===== src/rtl/kwdt_pkg.sv =====
// Package: shared constants and types of the key-protected watchdog.
// Assumes an 8-bit counter and a 3-bit clock-select field.
package kwdt_pkg;
    localparam int BUS_W    = 32;
    localparam int BYTE_W   = 8;
    localparam int SEL_W    = 3;
    localparam int BASE_LOG = 5;   // smallest division is 2**BASE_LOG
    localparam int FLAG_BIT = 7;
    localparam int RUN_BIT  = 5;
    localparam int NUM_REGS = 2;

    typedef enum logic {
        REG_COUNT = 1'b0,
        REG_CTRL  = 1'b1
    } reg_sel_e;

    // Key byte per register, indexed by reg_sel_e value.
    localparam logic [NUM_REGS-1:0][BYTE_W-1:0] REG_KEYS = {8'hA5, 8'h5A};

    typedef struct packed {
        logic             flag;
        logic             run;
        logic [SEL_W-1:0] sel;
    } ctrl_t;
endpackage


===== src/rtl/kwdt_keygate.sv =====
// Key gate: turns a raw bus write into per-register write enables.
// The key is taken from bits 31:24 or 15:8, depending on bus32.
// Assumes one write per cycle and a payload in bits 7:0.
module kwdt_keygate
    import kwdt_pkg::*;
(
    input  logic              bus32,
    input  logic              addr,
    input  logic              wr_en,
    input  logic [BUS_W-1:0]  wr_data,
    output logic              cnt_we,
    output logic              ctrl_we,
    output logic [BYTE_W-1:0] payload
);
    localparam int KEY_LO16 = BYTE_W;
    localparam int KEY_LO32 = BUS_W - BYTE_W;

    logic [BYTE_W-1:0]   key_field;
    logic [NUM_REGS-1:0] hit;

    // Select the key byte according to the bus mode.
    always_comb begin
        key_field = bus32 ? wr_data[KEY_LO32 +: BYTE_W] : wr_data[KEY_LO16 +: BYTE_W];
    end

    // One comparator per register, each with its own key.
    for (genvar i = 0; i < NUM_REGS; i++) begin : g_key
        assign hit[i] = wr_en && (int'(addr) == i) && (key_field == REG_KEYS[i]);
    end

    assign cnt_we  = hit[REG_COUNT];
    assign ctrl_we = hit[REG_CTRL];
    assign payload = wr_data[BYTE_W-1:0];
endmodule


===== src/rtl/kwdt_prescaler.sv =====
// Prescaler: emits a one-cycle tick every 2**(BASE_LOG+sel) clocks while enabled.
// Restarts from zero on clr or while disabled.
module kwdt_prescaler
    import kwdt_pkg::*;
#(
    parameter int P_BASE_LOG = BASE_LOG,
    parameter int P_SEL_W    = SEL_W
)(
    input  logic               clk,
    input  logic               rst_n,
    input  logic               run,
    input  logic               clr,
    input  logic [P_SEL_W-1:0] sel,
    output logic               tick
);
    localparam int MAX_SEL = (1 << P_SEL_W) - 1;
    localparam int PRE_W   = P_BASE_LOG + MAX_SEL;

    logic [PRE_W-1:0] pre_q;
    logic [PRE_W-1:0] limit;

    // Terminal count for the selected ratio.
    always_comb begin
        limit = {PRE_W{1'b1}} >> (MAX_SEL - int'(sel));
    end

    assign tick = run && (pre_q == limit);

    // Count clocks; wrap on tick; restart on clear or when stopped.
    always_ff @(posedge clk) begin
        if (!rst_n || clr || !run || tick) pre_q <= '0;
        else                               pre_q <= pre_q + 1'b1;
    end

    assert_pre_in_range_R6: assert property (@(posedge clk) disable iff (!rst_n)
        pre_q <= limit);
    assert_restart_after_tick_R6: assert property (@(posedge clk) disable iff (!rst_n)
        tick |=> pre_q == '0);
endmodule


===== src/rtl/kwdt_counter.sv =====
// Counter: 8-bit up-counter advanced by prescaler ticks.
// A write has priority over a tick. A wrap is flagged combinationally
// and as a registered one-cycle pulse.
module kwdt_counter
    import kwdt_pkg::*;
#(
    parameter int P_W = BYTE_W
)(
    input  logic           clk,
    input  logic           rst_n,
    input  logic           tick,
    input  logic           run,
    input  logic           we,
    input  logic [P_W-1:0] wdata,
    output logic [P_W-1:0] count,
    output logic           wrap,
    output logic           pulse
);
    logic [P_W-1:0] cnt_q;
    logic           pulse_q;

    assign wrap = tick && !we && (cnt_q == {P_W{1'b1}});

    // Counter update: write wins, else advance on tick.
    always_ff @(posedge clk) begin
        if (!rst_n)    cnt_q <= '0;
        else if (we)   cnt_q <= wdata;
        else if (tick) cnt_q <= cnt_q + 1'b1;
    end

    // Register the wrap event into a single-cycle pulse.
    always_ff @(posedge clk) begin
        if (!rst_n) pulse_q <= 1'b0;
        else        pulse_q <= wrap;
    end

    assign count = cnt_q;
    assign pulse = pulse_q;

    assert_pulse_single_R8: assert property (@(posedge clk) disable iff (!rst_n)
        pulse_q |=> !pulse_q);
    assert_pulse_at_zero_R8: assert property (@(posedge clk) disable iff (!rst_n)
        pulse_q |-> cnt_q == '0);
    assert_hold_when_stopped_R7: assert property (@(posedge clk) disable iff (!rst_n)
        (!run && !we) |=> cnt_q == $past(cnt_q));
endmodule


===== src/rtl/kwdt_ctrl.sv =====
// Control/status register: sticky overflow flag, run bit and clock select.
// Overflow set wins over a clear in the same cycle.
// Reports a change of the select field so the prescaler can restart.
module kwdt_ctrl
    import kwdt_pkg::*;
(
    input  logic              clk,
    input  logic              rst_n,
    input  logic              we,
    input  logic [BYTE_W-1:0] wdata,
    input  logic              ovf_set,
    output ctrl_t             ctrl,
    output logic              sel_change
);
    ctrl_t ctrl_q;

    assign sel_change = we && (wdata[SEL_W-1:0] != ctrl_q.sel);

    // Run bit and select field load on an accepted write.
    always_ff @(posedge clk) begin
        if (!rst_n) begin
            ctrl_q.run <= 1'b0;
            ctrl_q.sel <= '0;
        end else if (we) begin
            ctrl_q.run <= wdata[RUN_BIT];
            ctrl_q.sel <= wdata[SEL_W-1:0];
        end
    end

    // Sticky flag: set by overflow, cleared only by writing 0.
    always_ff @(posedge clk) begin
        if (!rst_n)                     ctrl_q.flag <= 1'b0;
        else if (ovf_set)               ctrl_q.flag <= 1'b1;
        else if (we && !wdata[FLAG_BIT]) ctrl_q.flag <= 1'b0;
    end

    assign ctrl = ctrl_q;

    assert_set_beats_clear_R9: assert property (@(posedge clk) disable iff (!rst_n)
        ovf_set |=> ctrl_q.flag);
    assert_flag_no_self_set_R9: assert property (@(posedge clk) disable iff (!rst_n)
        (!ovf_set && !ctrl_q.flag) |=> !ctrl_q.flag);
endmodule


===== src/rtl/kwdt_top.sv =====
// Key-protected watchdog top: key gate, control register, prescaler
// and counter, with a byte-wide read mux.
// Assumes a single-cycle write bus and combinational reads.
module kwdt_top
    import kwdt_pkg::*;
(
    input  logic              clk,
    input  logic              rst_n,
    input  logic              bus32,
    input  logic              addr,
    input  logic              wr_en,
    input  logic [BUS_W-1:0]  wr_data,
    output logic [BYTE_W-1:0] rd_data,
    output logic              ovf_pulse
);
    logic              cnt_we, ctrl_we, sel_change, tick, wrap;
    logic [BYTE_W-1:0] payload, count;
    ctrl_t             ctrl;
    logic [BYTE_W-1:0] ctrl_byte;

    kwdt_keygate u_gate (
        .bus32(bus32), .addr(addr), .wr_en(wr_en), .wr_data(wr_data),
        .cnt_we(cnt_we), .ctrl_we(ctrl_we), .payload(payload)
    );

    kwdt_ctrl u_ctrl (
        .clk(clk), .rst_n(rst_n), .we(ctrl_we), .wdata(payload),
        .ovf_set(wrap), .ctrl(ctrl), .sel_change(sel_change)
    );

    kwdt_prescaler u_pre (
        .clk(clk), .rst_n(rst_n), .run(ctrl.run),
        .clr(cnt_we || sel_change), .sel(ctrl.sel), .tick(tick)
    );

    kwdt_counter u_cnt (
        .clk(clk), .rst_n(rst_n), .tick(tick), .run(ctrl.run), .we(cnt_we),
        .wdata(payload), .count(count), .wrap(wrap), .pulse(ovf_pulse)
    );

    // Assemble the status byte; unused bits read as zero.
    always_comb begin
        ctrl_byte              = '0;
        ctrl_byte[FLAG_BIT]    = ctrl.flag;
        ctrl_byte[RUN_BIT]     = ctrl.run;
        ctrl_byte[SEL_W-1:0]   = ctrl.sel;
    end

    // Read mux by address.
    always_comb begin
        rd_data = (addr == REG_CTRL) ? ctrl_byte : count;
    end

    assert_reject_ctrl_R2: assert property (@(posedge clk) disable iff (!rst_n)
        (wr_en && addr == REG_CTRL && !ctrl_we) |=>
            (ctrl.run == $past(ctrl.run)) && (ctrl.sel == $past(ctrl.sel)));
    assert_pulse_sets_flag_R8: assert property (@(posedge clk) disable iff (!rst_n)
        ovf_pulse |-> ctrl.flag);
    assert_write_wins_R10: assert property (@(posedge clk) disable iff (!rst_n)
        cnt_we |=> !ovf_pulse);
endmodule


===== config.mk =====
export PLATFORM = sky130hd
export DESIGN_NAME = kwdt_top
export DESIGN_NICKNAME = d
export VERILOG_FILES = /design/src/rtl/kwdt_pkg.sv /design/src/rtl/kwdt_keygate.sv /design/src/rtl/kwdt_prescaler.sv /design/src/rtl/kwdt_counter.sv /design/src/rtl/kwdt_ctrl.sv /design/src/rtl/kwdt_top.sv
export SDC_FILE = /design/constraint.sdc
export NUM_CORES = 1
export LEC_CHECK = 0
export ABC_AREA = 1
export CORE_UTILIZATION = 51
export DETAILED_ROUTE_END_ITERATION = 8
export GPL_TIMING_DRIVEN = 1
export PLACE_DENSITY = 0.79
export SLEW_MARGIN = 0
export SYNTH_ARGS = -nofsm -noshare
export SYNTH_HDL_FRONTEND = slang
export SYNTH_SLANG_ARGS = --single-unit

===== constraint.sdc =====
create_clock -name clk -period 2.03 [get_ports clk]
set_clock_uncertainty 0.05 [all_clocks]
set_input_delay 0.406 -clock clk [delete_from_list [all_inputs] [get_ports clk]]
set_output_delay 0.406 -clock clk [all_outputs]
set_load 0.005 [all_outputs]

==> out/results.ini <==
[run_status]
outcome=completed

[timing]
worst_slew_pin_slew_ps=382
layout_setup_ws_ps=112
finalMaxSlewViolations=0
finalSetupViolCount=0
period_needed_ps=1920
slew_headroom_pct=74.5
final_hold_viol_count=0
rsz0062_at_grt=no
finalCritPeriodShare_pct=94.5
clock.fmax_mhz=521

[floorplanning]
io_pins=46
core-area_mm2=0.00372
die_width_um=64.9
rows=22
die_h_um=64.9
die_area_mm2=0.00422
start_util_pct=54.3

[pwr]
sequentialPowerShare_pct=46.5
leakage_nw=1.10
power.density_mw_per_mm2=423
power.internal_mw=0.855
netSwitchingFraction_pct=22.1
pwr-share-clk_pct=39.8
p_switching_mw=0.243
p_comb_share_pct=13.7
vdd.ir_drop.worst_uv=308

[yosys]
synth_seq_area_share_pct=25.8
post_synth_num_cell_types=31
synth_area_mm2=0.00202
synth_top_cell_by_area=dfxtp_1
ys_ff_latch=26
syn_inst=301
synth_fp_nets=340
avgSynthCellArea_um2=6.71
yosysTopAreaCellShare_pct=25.8
synth_area_leaders=dfxtp_1, nand2_1, inv_1
yosysWarningCount=0

[critical_path]
crit_chain=clkdlybuf4s50_1 -> buf_6 -> nand2_1 -> o21ai_0 -> dlygate4sd2_1
rr_endpoint=u_cnt.count[1]
crit_required_ps=1570
critPathLaunchType=primary input
end_kind=output port
rrSetupSlack_ps=220
critPathTopFamily=buffers and inverters
crit_type=in2out
worstPathArrival_ps=1460
path_max_fanout=13
cp_slowest_cell=clkdlybuf4s50_1
slowest_delay_ps=470
rr_startpoint=u_pre.pre_q[0]
reg2regPathDepth=10
cp.buffers_inverters=3

[layout]
fill_cells=322
final_nets=389
antenna_cells=0
mostFrequentLayoutCells=nand2_1, inv_1, nor2_1, clkdlybuf4s50_1, dfxtp_1
stdcell_area_mm2=0.00259
layout_commonest_cell=nand2_1
syn_to_final_growth_pct=28.5
drive_gt1_share_pct=19.5

[drt]
drt_iter0_drc=111
wl_met1_um=2190
ant_nets=0
routed.top_layer=met4
met3_wirelength_um=215
dr.pass1.iters=4
avgViaCountPerCell=5.05
finalWirelength_um=4880
num_vias=2003
drc=0
met2_length_um=2430
wire_per_inst_um=12.3

[global_route]
grt_max_degree=16
grt.total_usage_pct=24.9
gr-total-overflow=0
grt_first_pass_wirelength_um=8340
grt_pass1_vias=1926
antenna_found_initial=0

[hold_path]
hp-class=reg2reg
worstHoldStart=u_pre.pre_q[0]
min_to=u_pre.pre_q[0]
whs_path_depth=1

[placed_design]
place.gp.congestion=0.868
dp_hpwl_um=3750
dp_slack_ps=-182
dpl_cell_area_mm2=0.00252
numPortBuffers=37

[clock_network]
cts.sinks=26
clk_pin_slew_ps=90
cts_buffer_depth=2
htree_levels=1
numCtsBuffers=3
cts_tree=done
cts-root-buf=clkbuf_8
clk_latency_ps=270

[run]
maxCapViolCount=0

==> registers in the layout, indices dropped and copies added, names as in the netlist <==
signal,count
u_ctrl.ctrl,5
u_cnt.count,8
u_cnt.pulse,1
u_pre.pre_q,12
==> what timing repair did <==
| item | 4_1_cts | 5_1_grt |
|---|---|---|
| resized for setup | 9 | 3 |
| buffers inserted | 0 | 0 |
| endpoints found under the hold margin | 0 | 0 |
| hold buffers | 0 | 0 |
| setup endpoints to repair | 8 | 4 |
==> cell usage after synthesis (all sizes together) <==
| master | count |
|---|---|
| nand3 | 29 |
| a21oi | 12 |
| and2 | 1 |
| or2 | 1 |
| buf | 8 |
| nand3b | 2 |
| nand4 | 11 |
| nor3b | 1 |
| inv | 40 |
| xnor2 | 5 |
| o21ai | 12 |
| ha | 2 |
| nor2 | 36 |
| clkbuf | 2 |
| dfxtp | 26 |
| nand2 | 95 |
| xor2 | 12 |
| nor3 | 6 |
==> cells by family (layout without fill, tap and decap cells) <==
group           count (synthesis)  after routing  share of synthesized area, %
compound gates                 24             24                          7.81
flops                          26             26                          25.8
buf+inv                        50             98                          11.6
simple gates                  182            182                          46.2
xor+xnor                       17             17                          7.37
fa+ha+maj                       2              2                          1.24
==> worst max path at each step <==
stage               startpoint             end  slack (ps)  depth (start not counted)
floorplan                bus32  u_cnt.count[0]         420                          9
global placement          addr      rd_data[7]        -160                          4
detailed placement        addr      rd_data[5]        -180                          4
CTS                      bus32  u_ctrl.ctrl[2]         100                         10
global route             bus32  u_cnt.count[1]          20                         11
finish                    addr      rd_data[5]         110                          5
==> layout make-up <==
type,count,area [µm²],area share (%)
clock buffers,3,41.3,1.59
multi-input cells,225,1280,49.2
well taps,48,60.1,2.31
flip-flops and latches,26,520,20.1
repair buffers,54,517,19.9
inverters,40,150,5.79
clock inverters,1,30.0,1.16
==> worst register-to-register path: stages (launching register included) <==
cell     delay, ps
dfxtp_1        360
ha_1           200
nand2_1         60
nor2_1         250
nand3_1        110
nor2_1          90
nand3_1        100
buf_4          220
nand2_8        130
nand2_2         70
a21oi_2        110
==> power by group through the flow <==
stage	registers, mW	logic [mW]	clock network [mW]
2_1_floorplan	0.522	0.0617	0
3_3_place_gp	0.522	0.142	0
3_5_place_dp	0.522	0.145	0
4_1_cts	0.510	0.147	0.444
5_1_grt	0.510	0.163	0.466
6_report	0.510	0.150	0.437
==> metrics by stage <==
step                instances  hold slack (ps)  util (%)  power (mW)  TNS (ps)
finish                    397              402      69.8        1.10         0
global route              397              420      69.8        1.14         0
CTS                       397              405      69.5        1.10         0
detailed placement        393              390      67.8       0.667     -3990
global placement          393              380      67.8       0.664     -3210
floorplan                 301              368         -       0.584         0
==> routing by layer <==
layer  GRT usage, %  up-vias
li1               -     1038
met1           33.3      909
met2           42.6       51
met3           2.82        5
met4           5.56        0
met5              0        -
Note: power is estimated with default switching activity, not from simulation.
